==> config.mk <==
export PLATFORM = sky130hd
export DESIGN_NAME = pcm_xlat
export DESIGN_NICKNAME = d
export VERILOG_FILES = /design/src/rtl/pcm_xlat_pkg.sv /design/src/rtl/pcm_expand.sv /design/src/rtl/pcm_compress.sv /design/src/rtl/pcm_xlat.sv
export SDC_FILE = /design/constraint.sdc
export NUM_CORES = 1
export LEC_CHECK = 0
export ABC_AREA = 1
export BUFFER_PORTS_ARGS = -buffer_cell sky130_fd_sc_hd__clkbuf_2
export CAP_MARGIN = 15
export CORE_MARGIN = 1
export CORE_UTILIZATION = 50
export DETAILED_ROUTE_END_ITERATION = 6
export PLACE_DENSITY = 0.69
export SYNTH_ARGS = -nofsm -noshare
export SYNTH_HDL_FRONTEND = slang
export SYNTH_SLANG_ARGS = --single-unit
==> constraint.sdc <==
create_clock -name clk -period 1.3 [get_ports clk]
set_clock_uncertainty 0.15 [all_clocks]
set_input_delay 0.26 -clock clk [delete_from_list [all_inputs] [get_ports clk]]
set_output_delay 0.26 -clock clk [all_outputs]
set_load 0.01 [all_outputs]
==> src/rtl/pcm_xlat_pkg.sv <==
package pcm_xlat_pkg;

   localparam int BYTE_W = 8;
   localparam int SEG_W  = 3;
   localparam int STEP_W = 4;
   localparam int MAG_W  = SEG_W + STEP_W;

   typedef enum logic [1:0] {
      LAW_A_STD = 2'b00,
      LAW_U_STD = 2'b01,
      LAW_A_RAW = 2'b10,
      LAW_U_RAW = 2'b11
   } law_code_e;

   typedef enum logic [1:0] {
      DAT_PLAIN = 2'b00,
      DAT_ALT   = 2'b01,
      DAT_IALT  = 2'b10,
      DAT_ALL   = 2'b11
   } dat_code_e;

   function automatic logic law_is_mu(input logic [1:0] code);
      return code[0];
   endfunction

   function automatic logic [BYTE_W-1:0] law_mask(input logic [1:0] code,
                                                  input logic [BYTE_W-1:0] a_mask,
                                                  input logic [BYTE_W-1:0] u_mask);
      case (code)
         LAW_A_STD: return a_mask;
         LAW_U_STD: return u_mask;
         default:   return '0;
      endcase
   endfunction

   function automatic logic [BYTE_W-1:0] dat_mask(input logic [1:0] code,
                                                  input logic [BYTE_W-1:0] alt_mask);
      case (code)
         DAT_PLAIN: return '0;
         DAT_ALT:   return alt_mask;
         DAT_IALT:  return ~alt_mask;
         default:   return '1;
      endcase
   endfunction

endpackage

==> src/rtl/pcm_expand.sv <==
module pcm_expand
   import pcm_xlat_pkg::*;
#(
   parameter int LIN_W  = 14,
   parameter bit MU_LAW = 1'b0
) (
   input  logic [MAG_W-1:0] mag_code,
   output logic [LIN_W-1:0] lin
);
   localparam logic [LIN_W-1:0] SEG_BASE = LIN_W'(32);
   localparam logic [LIN_W-1:0] MU_BIAS  = LIN_W'(33);

   logic [SEG_W-1:0]  seg;
   logic [STEP_W:0]   odd_step;
   logic [LIN_W-1:0]  body;

   assign seg      = mag_code[MAG_W-1:STEP_W];
   assign odd_step = {mag_code[STEP_W-1:0], 1'b1};
   assign body     = LIN_W'(odd_step) + SEG_BASE;

   generate
      if (MU_LAW) begin : g_mu
         assign lin = (body << seg) - MU_BIAS;
      end else begin : g_a
         always_comb begin
            if (seg == '0) lin = LIN_W'(odd_step);
            else           lin = body << (seg - SEG_W'(1));
         end
      end
   endgenerate
endmodule

==> src/rtl/pcm_compress.sv <==
module pcm_compress
   import pcm_xlat_pkg::*;
#(
   parameter int LIN_W  = 14,
   parameter bit MU_LAW = 1'b0
) (
   input  logic [LIN_W-1:0] lin,
   output logic [MAG_W-1:0] mag_code
);
   localparam int TOP_SEG  = (1 << SEG_W) - 1;
   localparam int U_LOWMSB = STEP_W + 1;
   localparam int A_LOWMSB = STEP_W;

   generate
      if (MU_LAW) begin : g_mu
         logic [LIN_W:0] biased;
         int             msb;
         int             seg;
         assign biased = {1'b0, lin} + (LIN_W+1)'(33);
         always_comb begin
            msb = 0;
            for (int i = 0; i <= LIN_W; i++) begin
               if (biased[i]) msb = i;
            end
            seg = msb - U_LOWMSB;
            if (seg > TOP_SEG) mag_code = '1;
            else mag_code = {SEG_W'(seg), STEP_W'(biased >> (seg + 1))};
         end
      end else begin : g_a
         int msb;
         int seg;
         always_comb begin
            msb = 0;
            for (int i = 0; i < LIN_W; i++) begin
               if (lin[i]) msb = i;
            end
            seg = msb - A_LOWMSB;
            if (seg > TOP_SEG)       mag_code = '1;
            else if (seg < 1)        mag_code = {SEG_W'(0), STEP_W'(lin >> 1)};
            else                     mag_code = {SEG_W'(seg), STEP_W'(lin >> seg)};
         end
      end
   endgenerate
endmodule

==> src/rtl/pcm_xlat.sv <==
module pcm_xlat
   import pcm_xlat_pkg::*;
#(
   parameter int                LIN_W    = 14,
   parameter logic [BYTE_W-1:0] A_MASK   = 8'h55,
   parameter logic [BYTE_W-1:0] U_MASK   = 8'h7F,
   parameter logic [BYTE_W-1:0] ALT_MASK = 8'h55
) (
   input  logic              clk,
   input  logic              rst_n,
   input  logic              in_valid,
   input  logic [BYTE_W-1:0] in_byte,
   input  logic              dat_mode,
   input  logic [1:0]        rx_law,
   input  logic [1:0]        tx_law,
   input  logic [1:0]        dat_code,
   output logic              out_valid,
   output logic [BYTE_W-1:0] out_byte
);
   localparam int MIN_LIN_W = 14;

   generate
      if (LIN_W < MIN_LIN_W) begin : g_bad_lin
         $error("pcm_xlat: LIN_W must hold the 14-bit linear range");
      end
      if (U_MASK[BYTE_W-1]) begin : g_bad_umask
         $error("pcm_xlat: U_MASK must leave the sign bit untouched");
      end
   endgenerate

   logic [BYTE_W-1:0] canon;
   logic [LIN_W-1:0]  lin_from_a, lin_from_u;
   logic [LIN_W-1:0]  lin_to_u, lin_to_a;
   logic [MAG_W-1:0]  code_as_u, code_as_a;
   logic [BYTE_W-1:0] next_byte;

   assign canon = in_byte ^ law_mask(rx_law, A_MASK, U_MASK);

   pcm_expand #(.LIN_W(LIN_W), .MU_LAW(1'b0)) u_exp_a (
      .mag_code (canon[MAG_W-1:0]),
      .lin      (lin_from_a)
   );
   pcm_expand #(.LIN_W(LIN_W), .MU_LAW(1'b1)) u_exp_u (
      .mag_code (canon[MAG_W-1:0]),
      .lin      (lin_from_u)
   );

   assign lin_to_u = lin_from_a << 1;
   assign lin_to_a = lin_from_u >> 1;

   pcm_compress #(.LIN_W(LIN_W), .MU_LAW(1'b1)) u_cmp_u (
      .lin      (lin_to_u),
      .mag_code (code_as_u)
   );
   pcm_compress #(.LIN_W(LIN_W), .MU_LAW(1'b0)) u_cmp_a (
      .lin      (lin_to_a),
      .mag_code (code_as_a)
   );

   always_comb begin
      if (dat_mode)
         next_byte = in_byte ^ dat_mask(dat_code, ALT_MASK);
      else if (rx_law == tx_law)
         next_byte = in_byte;
      else if (law_is_mu(rx_law) == law_is_mu(tx_law))
         next_byte = canon ^ law_mask(tx_law, A_MASK, U_MASK);
      else if (law_is_mu(rx_law))
         next_byte = {canon[BYTE_W-1], code_as_a} ^ law_mask(tx_law, A_MASK, U_MASK);
      else
         next_byte = {canon[BYTE_W-1], code_as_u} ^ law_mask(tx_law, A_MASK, U_MASK);
   end

   always_ff @(posedge clk or negedge rst_n) begin
      if (!rst_n) begin
         out_valid <= 1'b0;
         out_byte  <= '0;
      end else begin
         out_valid <= in_valid;
         if (in_valid) out_byte <= next_byte;
      end
   end
endmodule

==> summary.txt, run 1 <==
global routing usage on met1: 39.6%
vias: 4,901
initial antenna violation count: 0
CP most frequent cell: nand2_1
Initial Util: 51.5%
Post-DP HPWL: 9090 microns
GP Congestion: 0.972
worst skew pair latency: 0.23 ns
period utilization: 382%
Routed Antenna Nets: 0
Worst Tran Pin Value: 0.325 ns
CORE AREA: 6310 sq um
cts bufs inserted: 3
endpoint arrival time on the critical path: 4.98 ns
fillers: 390
Post-Route WL: 13,400 microns
synth-to-layout area growth: 66.8%
grt met2 use: 62.9%
sequential share of the synthesized area: 6.93%
flops & latches, synth: 9
GRT overflow: 0
post-route cell area: 5420 sq um
Largest delay share family, worst path: simple AND/OR/NAND/NOR gates
largest net degree at the start of global routing: 16
crit-path max cell delay: 0.32 ns
RSZ-0062 raised after global routing: yes
Final Net Count: 831
full die area: 6830 sq um
failing checks: setup timing
Avg Inst Size Synth: 5.30 sq um
Post-Syn Nets: 644
Synth Cell Area: 3250 sq um
Max Cap Viol: 0
Slowest cell on crit path: ha_4
crit path capture type: register
placed instance area: 4700 sq um
# IOs: 27
global routing usage summed across all routing layers: 33.8%
min cycle time layout: 4.97 ns
Fin Hold WS: 0.124 ns
setup violators final: 7
CP startpoint kind: input pin
Vias per Instance: 5.59
worst path bufs/invs: 7
Setup CP Type: in -> reg
Hold Path Class: in -> reg
clk slew on worst S/H paths: 0.05 ns
final setup margin: -3.67 ns
ratio of cells with drive above 1 in the final layout: 47.6%
layer with the highest usage: met2
CTS tree: built
relative slew slack: 78.1%
htree depth: 1
Avg WL per Cell: 15.3 microns
initial DRC count: 338
critical-path maximum fanout: 7
Slew Viols, Final: 0
fmax: 201 MHz
Hold Vio Cnt, Final: 0
CTS sink cnt: 9
post-route DRC violation count: 0
CP required: 1.31 ns
vias in the first global route: 4,069
Pre-Repair DR Iteration Count: 5
PD cells: 1470 nW/um^2
# diodes: 0
most frequent cells in the layout: nand2_1, buf_4, nand3_1
first-pass GRT wire length: 18,000 microns
commonest non-fill, non-tap cell in the layout: nand2_1
reg2reg setup slack: 0.48 ns
CTS Root Cell: clkbuf_8
Ys Warns: 0
GR Util met3: 2.20%
synthesized netlist cell count: 613
die height: 82.6 microns
Netlist cell types: 45
IO Port Bufs: 26
Die Span X: 82.6 microns
VDD IR max: 0.00130 V
outcome: finished, violations left
row count: 29
static leakage: 2.92 nW
Clock Tree Buf Depth: 2
## flip-flops by register name, indices dropped and copies added (netlist names)
name,cells
out_byte,8
out_valid,1
## routing by layer
layer | wire length [microns] | part of all wire (%) | vias to the layer above
met1 | 5190 | 39 | 2250
met5 | 0 | 0 | -
met2 | 6680 | 50 | 229
met3 | 700 | 5.2 | 81
li1 | - | - | 2341
met4 | 818 | 6.1 | 0
## area by class of cell
cell class                 count  area (sq um)  share of cell area, %
multi-input combinational    516          3250                   59.9
timing repair buffer         196          1500                   27.7
inverter                      74           303                   5.59
sequential                     9           225                   4.16
tap                           77          96.3                   1.78
clock buffer                   4          45.0                  0.831
## per-stage QoR
stage	std cells	power, W	TNS, ns	utilization [%]	setup slack (ns)
2_1_floorplan	613	0.00439	-20.91	-	-3.67
3_3_place_gp	850	0.00621	-23.01	74.4	-3.77
3_5_place_dp	850	0.00636	-23.95	74.4	-3.97
4_1_cts	862	0.00708	-20.58	78.9	-3.42
5_1_grt	876	0.00863	-23.91	85.8	-4.01
6_report	876	0.00797	-21.79	85.8	-3.67
## path summary, 6_finish.rpt
kind,start,endpoint,cells past startpoint
max in group asynchronous,rst_n,out_byte[2]$_DFFE_PN0P_,2
min,in_valid,out_byte[4]$_DFFE_PN0P_,2
max reg2reg,out_byte[3]$_DFFE_PN0P_,out_byte[3]$_DFFE_PN0P_,2
min reg2reg,out_byte[6]$_DFFE_PN0P_,out_byte[6]$_DFFE_PN0P_,2
max,rx_law[1],out_byte[0]$_DFFE_PN0P_,48
min in group asynchronous,rst_n,out_byte[7]$_DFFE_PN0P_,2
## synth_stat cells (all sizes together)
cell	number	area [sq um]
nand4	6	52.6
nand2	261	1080
ha	13	163
o211ai	3	22.5
xor2	5	51.3
o22ai	1	6.26
a22oi	1	7.51
inv	74	290
nand3b	2	15.0
and2	2	12.5
clkbuf	4	15.0
o21ai	29	153
nor3	6	30.0
a211oi	1	7.51
a21boi	2	18.8
a31oi	2	18.8
a21oi	21	131
buf	11	92.6
dfrtp	9	225
nand3	95	513
xnor2	4	53.8
nor2	58	269
or2	3	18.8
## kinds of logic after synthesis
kind of cell    after synthesis  share of synthesized area [%]
buf+inv                      89                           12.2
fa+ha+maj                    13                           5.01
compound gates               60                           11.2
simple gates                433                           61.3
flops                         9                           6.93
xor+xnor                      9                           3.23
## where the power goes
part	switching, W	internal, W	leakage, nW
logic	0.00426	0.00304	2.80
registers	0.0000271	0.000326	0.102
clock network	0.000107	0.000213	0.0228
## timing repair
| action | in CTS | in global routing |
|---|---|---|
| setup buffers | 6 | 14 |
| endpoints found under the hold margin | 9 | 0 |
| cloned | 1 | 1 |
| hold buffers | 1 | 0 |
| pin swaps | 33 | 61 |
| gates resized for setup | 45 | 81 |
| endpoints found under the setup margin | 7 | 7 |
Power figures use the tool's default switching activity.
==> run 2: changes to the inputs <==
--- a/config.mk
+++ b/config.mk
@@ -12,6 +12,7 @@
 export CORE_UTILIZATION = 50
 export DETAILED_ROUTE_END_ITERATION = 6
 export PLACE_DENSITY = 0.69
+export RECOVER_POWER = 50
 export SYNTH_ARGS = -nofsm -noshare
 export SYNTH_HDL_FRONTEND = slang
 export SYNTH_SLANG_ARGS = --single-unit
==> run 2 against run 1 <==
The flow still finishes with violations (setup timing). Sequential power about the same. Utilization about the same. Non-clock buffer count is the same. Count of clock-buffer cells in the layout stayed put. Flip-flop and latch count unchanged. First-iteration DRC count decreased by 0.59%. Clock power about the same.
==> summary.txt, run 2 (synthesized netlist as in run 1, its figures left out) <==
outcome: finished, violations left (unchanged)
failing checks: setup timing (unchanged)
Slew Viols, Final: 0 (unchanged)
crit path capture type: register (unchanged)
largest register by flop count: out_byte (unchanged)
# IOs: 27 (unchanged)
post-route DRC violation count: 0 (unchanged)
Post-Route WL: 13,400 microns (about the same)
Pre-Repair DR Iteration Count: 5 (unchanged)
Max Cap Viol: 0 (unchanged)
PD cells: 1470 nW/um^2 (about the same)
Avg WL per Cell: 15.3 microns (about the same)
Post-Layout Cell Count: 876 (unchanged)
vias: 4,918 (was 4,901)
max reg flops: 8 (unchanged)
Die Span X: 82.6 microns (unchanged)
Slowest cell on crit path: ha_4 (unchanged)
CP startpoint kind: input pin (unchanged)
vias in the first global route: 4,069 (unchanged)
fmax: 201 MHz (about the same)
htree depth: 1 (unchanged)
IO Port Bufs: 26 (unchanged)
placed cells: 850 (unchanged)
Hold Path Class: in -> reg (unchanged)
initial DRC count: 336 (was 338)
GRT overflow: 0 (unchanged)
CTS tree: built (unchanged)
RSZ-0062 raised after global routing: yes (unchanged)
Routed Antenna Nets: 0 (unchanged)
total power: 0.00796 W (was 0.00797 W)
GP Congestion: 0.972 (unchanged)
synth-to-layout area growth: 66.7% (was 66.8%)
setup violators final: 7 (unchanged)
CTS Root Cell: clkbuf_8 (unchanged)
endpoint arrival time on the critical path: 4.98 ns (about the same)
first-pass GRT wire length: 18,000 microns (unchanged)
Largest delay share family, worst path: simple AND/OR/NAND/NOR gates (unchanged)
CTS sink cnt: 9 (unchanged)
Worst Tran Pin Value: 0.477 ns (was 0.325 ns)
CORE AREA: 6310 sq um (unchanged)
cts bufs inserted: 3 (unchanged)
commonest non-fill, non-tap cell in the layout: nand2_1 (unchanged)
hold_sp: in_valid (unchanged)
CP most frequent cell: nand2_1 (unchanged)
initial antenna violation count: 0 (unchanged)
Vias per Instance: 5.61 (was 5.59)
min cycle time layout: 4.97 ns (about the same)
final setup margin: -3.67 ns (about the same)
crit-path max cell delay: 0.32 ns (about the same)
worst r2r src: out_byte[3]$_DFFE_PN0P_ (unchanged)
ratio of cells with drive above 1 in the final layout: 47.4% (was 47.6%)
relative slew slack: 68.2% (was 78.1%)
Clock Tree Buf Depth: 2 (unchanged)
placed instance area: 4700 sq um (unchanged)
worst skew pair latency: 0.23 ns (about the same)
CP required: 1.31 ns (about the same)
full die area: 6830 sq um (unchanged)
die height: 82.6 microns (unchanged)
clk slew on worst S/H paths: 0.05 ns (about the same)
# diodes: 0 (unchanged)
VDD IR max: 0.00129 V (was 0.00130 V)
largest net degree at the start of global routing: 16 (unchanged)
row count: 29 (unchanged)
most frequent cells in the layout: nand2_1, buf_4, nand3_1 (unchanged)
Setup CP Type: in -> reg (unchanged)
Final Net Count: 831 (unchanged)
Regs by FF count: out_byte (8), out_valid (1) (unchanged)
static leakage: 2.92 nW (about the same)
crit path from: rx_law[1] (unchanged)
worst path bufs/invs: 7 (unchanged)
post-route cell area: 5420 sq um (about the same)
Initial Util: 51.5% (unchanged)
period utilization: 382% (about the same)
Hold Vio Cnt, Final: 0 (unchanged)
Post-DP HPWL: 9090 microns (unchanged)
global routing usage summed across all routing layers: 33.8% (unchanged)
critical-path maximum fanout: 7 (unchanged)
==> run 2: cell count changes in the layout (fill, tap and decap cells not counted) <==
cell,change
clkbuf_1,+1
clkbuf_2,-1
==> run 2: metal layers <==
layer	global-route usage (%)	up-vias	share of wire [%]
met4	14.3	0	5.9
met2	62.9	235	50
met3	2.20	81	5.4
met5	0	-	0
li1	-	2343	-
met1	39.6	2259	38
==> run 2: final cells by class <==
class	count	area, sq um
fillers	391	896
inverters	74	303
clock buffers	4	45.0
well taps	77	96.3
flip-flops and latches	9	225
repair buffers	196	1500
multi-input cells	516	3250
==> run 2: report_power, final <==
group / switching, W / internal, W
Clock: 0.000107 / 0.000213
Sequential: 0.0000272 / 0.000326
Combinational: 0.00425 / 0.00304
==> run 2: per-stage QoR <==
stage | worst slack, ns | TNS, ns | hold slack (ns) | util, %
after global routing | -4.01 | -23.91 | 0.138 | 85.8
after floorplan | -3.67 | -20.91 | -0.186 | -
after global placement | -3.77 | -23.01 | -0.0320 | 74.4
after CTS | -3.42 | -20.58 | 0.124 | 78.9
final | -3.67 | -21.79 | 0.124 | 85.8
after detailed placement | -3.97 | -23.95 | -0.0281 | 74.4
==> run 2: worst paths after layout <==
path / endpoint / slack (ns) / depth (start not counted)
max: out_byte[0]$_DFFE_PN0P_ / -3.67 / 48
min: out_byte[4]$_DFFE_PN0P_ / 0.12 / 2
max reg2reg: out_byte[3]$_DFFE_PN0P_ / 0.48 / 2
min reg2reg: out_byte[6]$_DFFE_PN0P_ / 0.36 / 2
max in group asynchronous: out_byte[2]$_DFFE_PN0P_ / 0.32 / 2
min in group asynchronous: out_byte[7]$_DFFE_PN0P_ / 0.35 / 2
==> run 2: worst register-to-register path, stage by stage, from the launching register on <==
cell and delay, ns:
dfrtp_1 0.38, nor2_1 0.14, a21oi_2 0.04
==> run 2: what timing repair did <==
item | 4_1_cts | 5_1_grt
endpoints found under the setup margin | 7 | 7
pin swaps | 33 | 61
hold buffers | 1 | 0
gates resized for setup | 45 | 81
cloned | 1 | 1
setup buffers | 6 | 14
hold endpoints to repair | 9 | 0
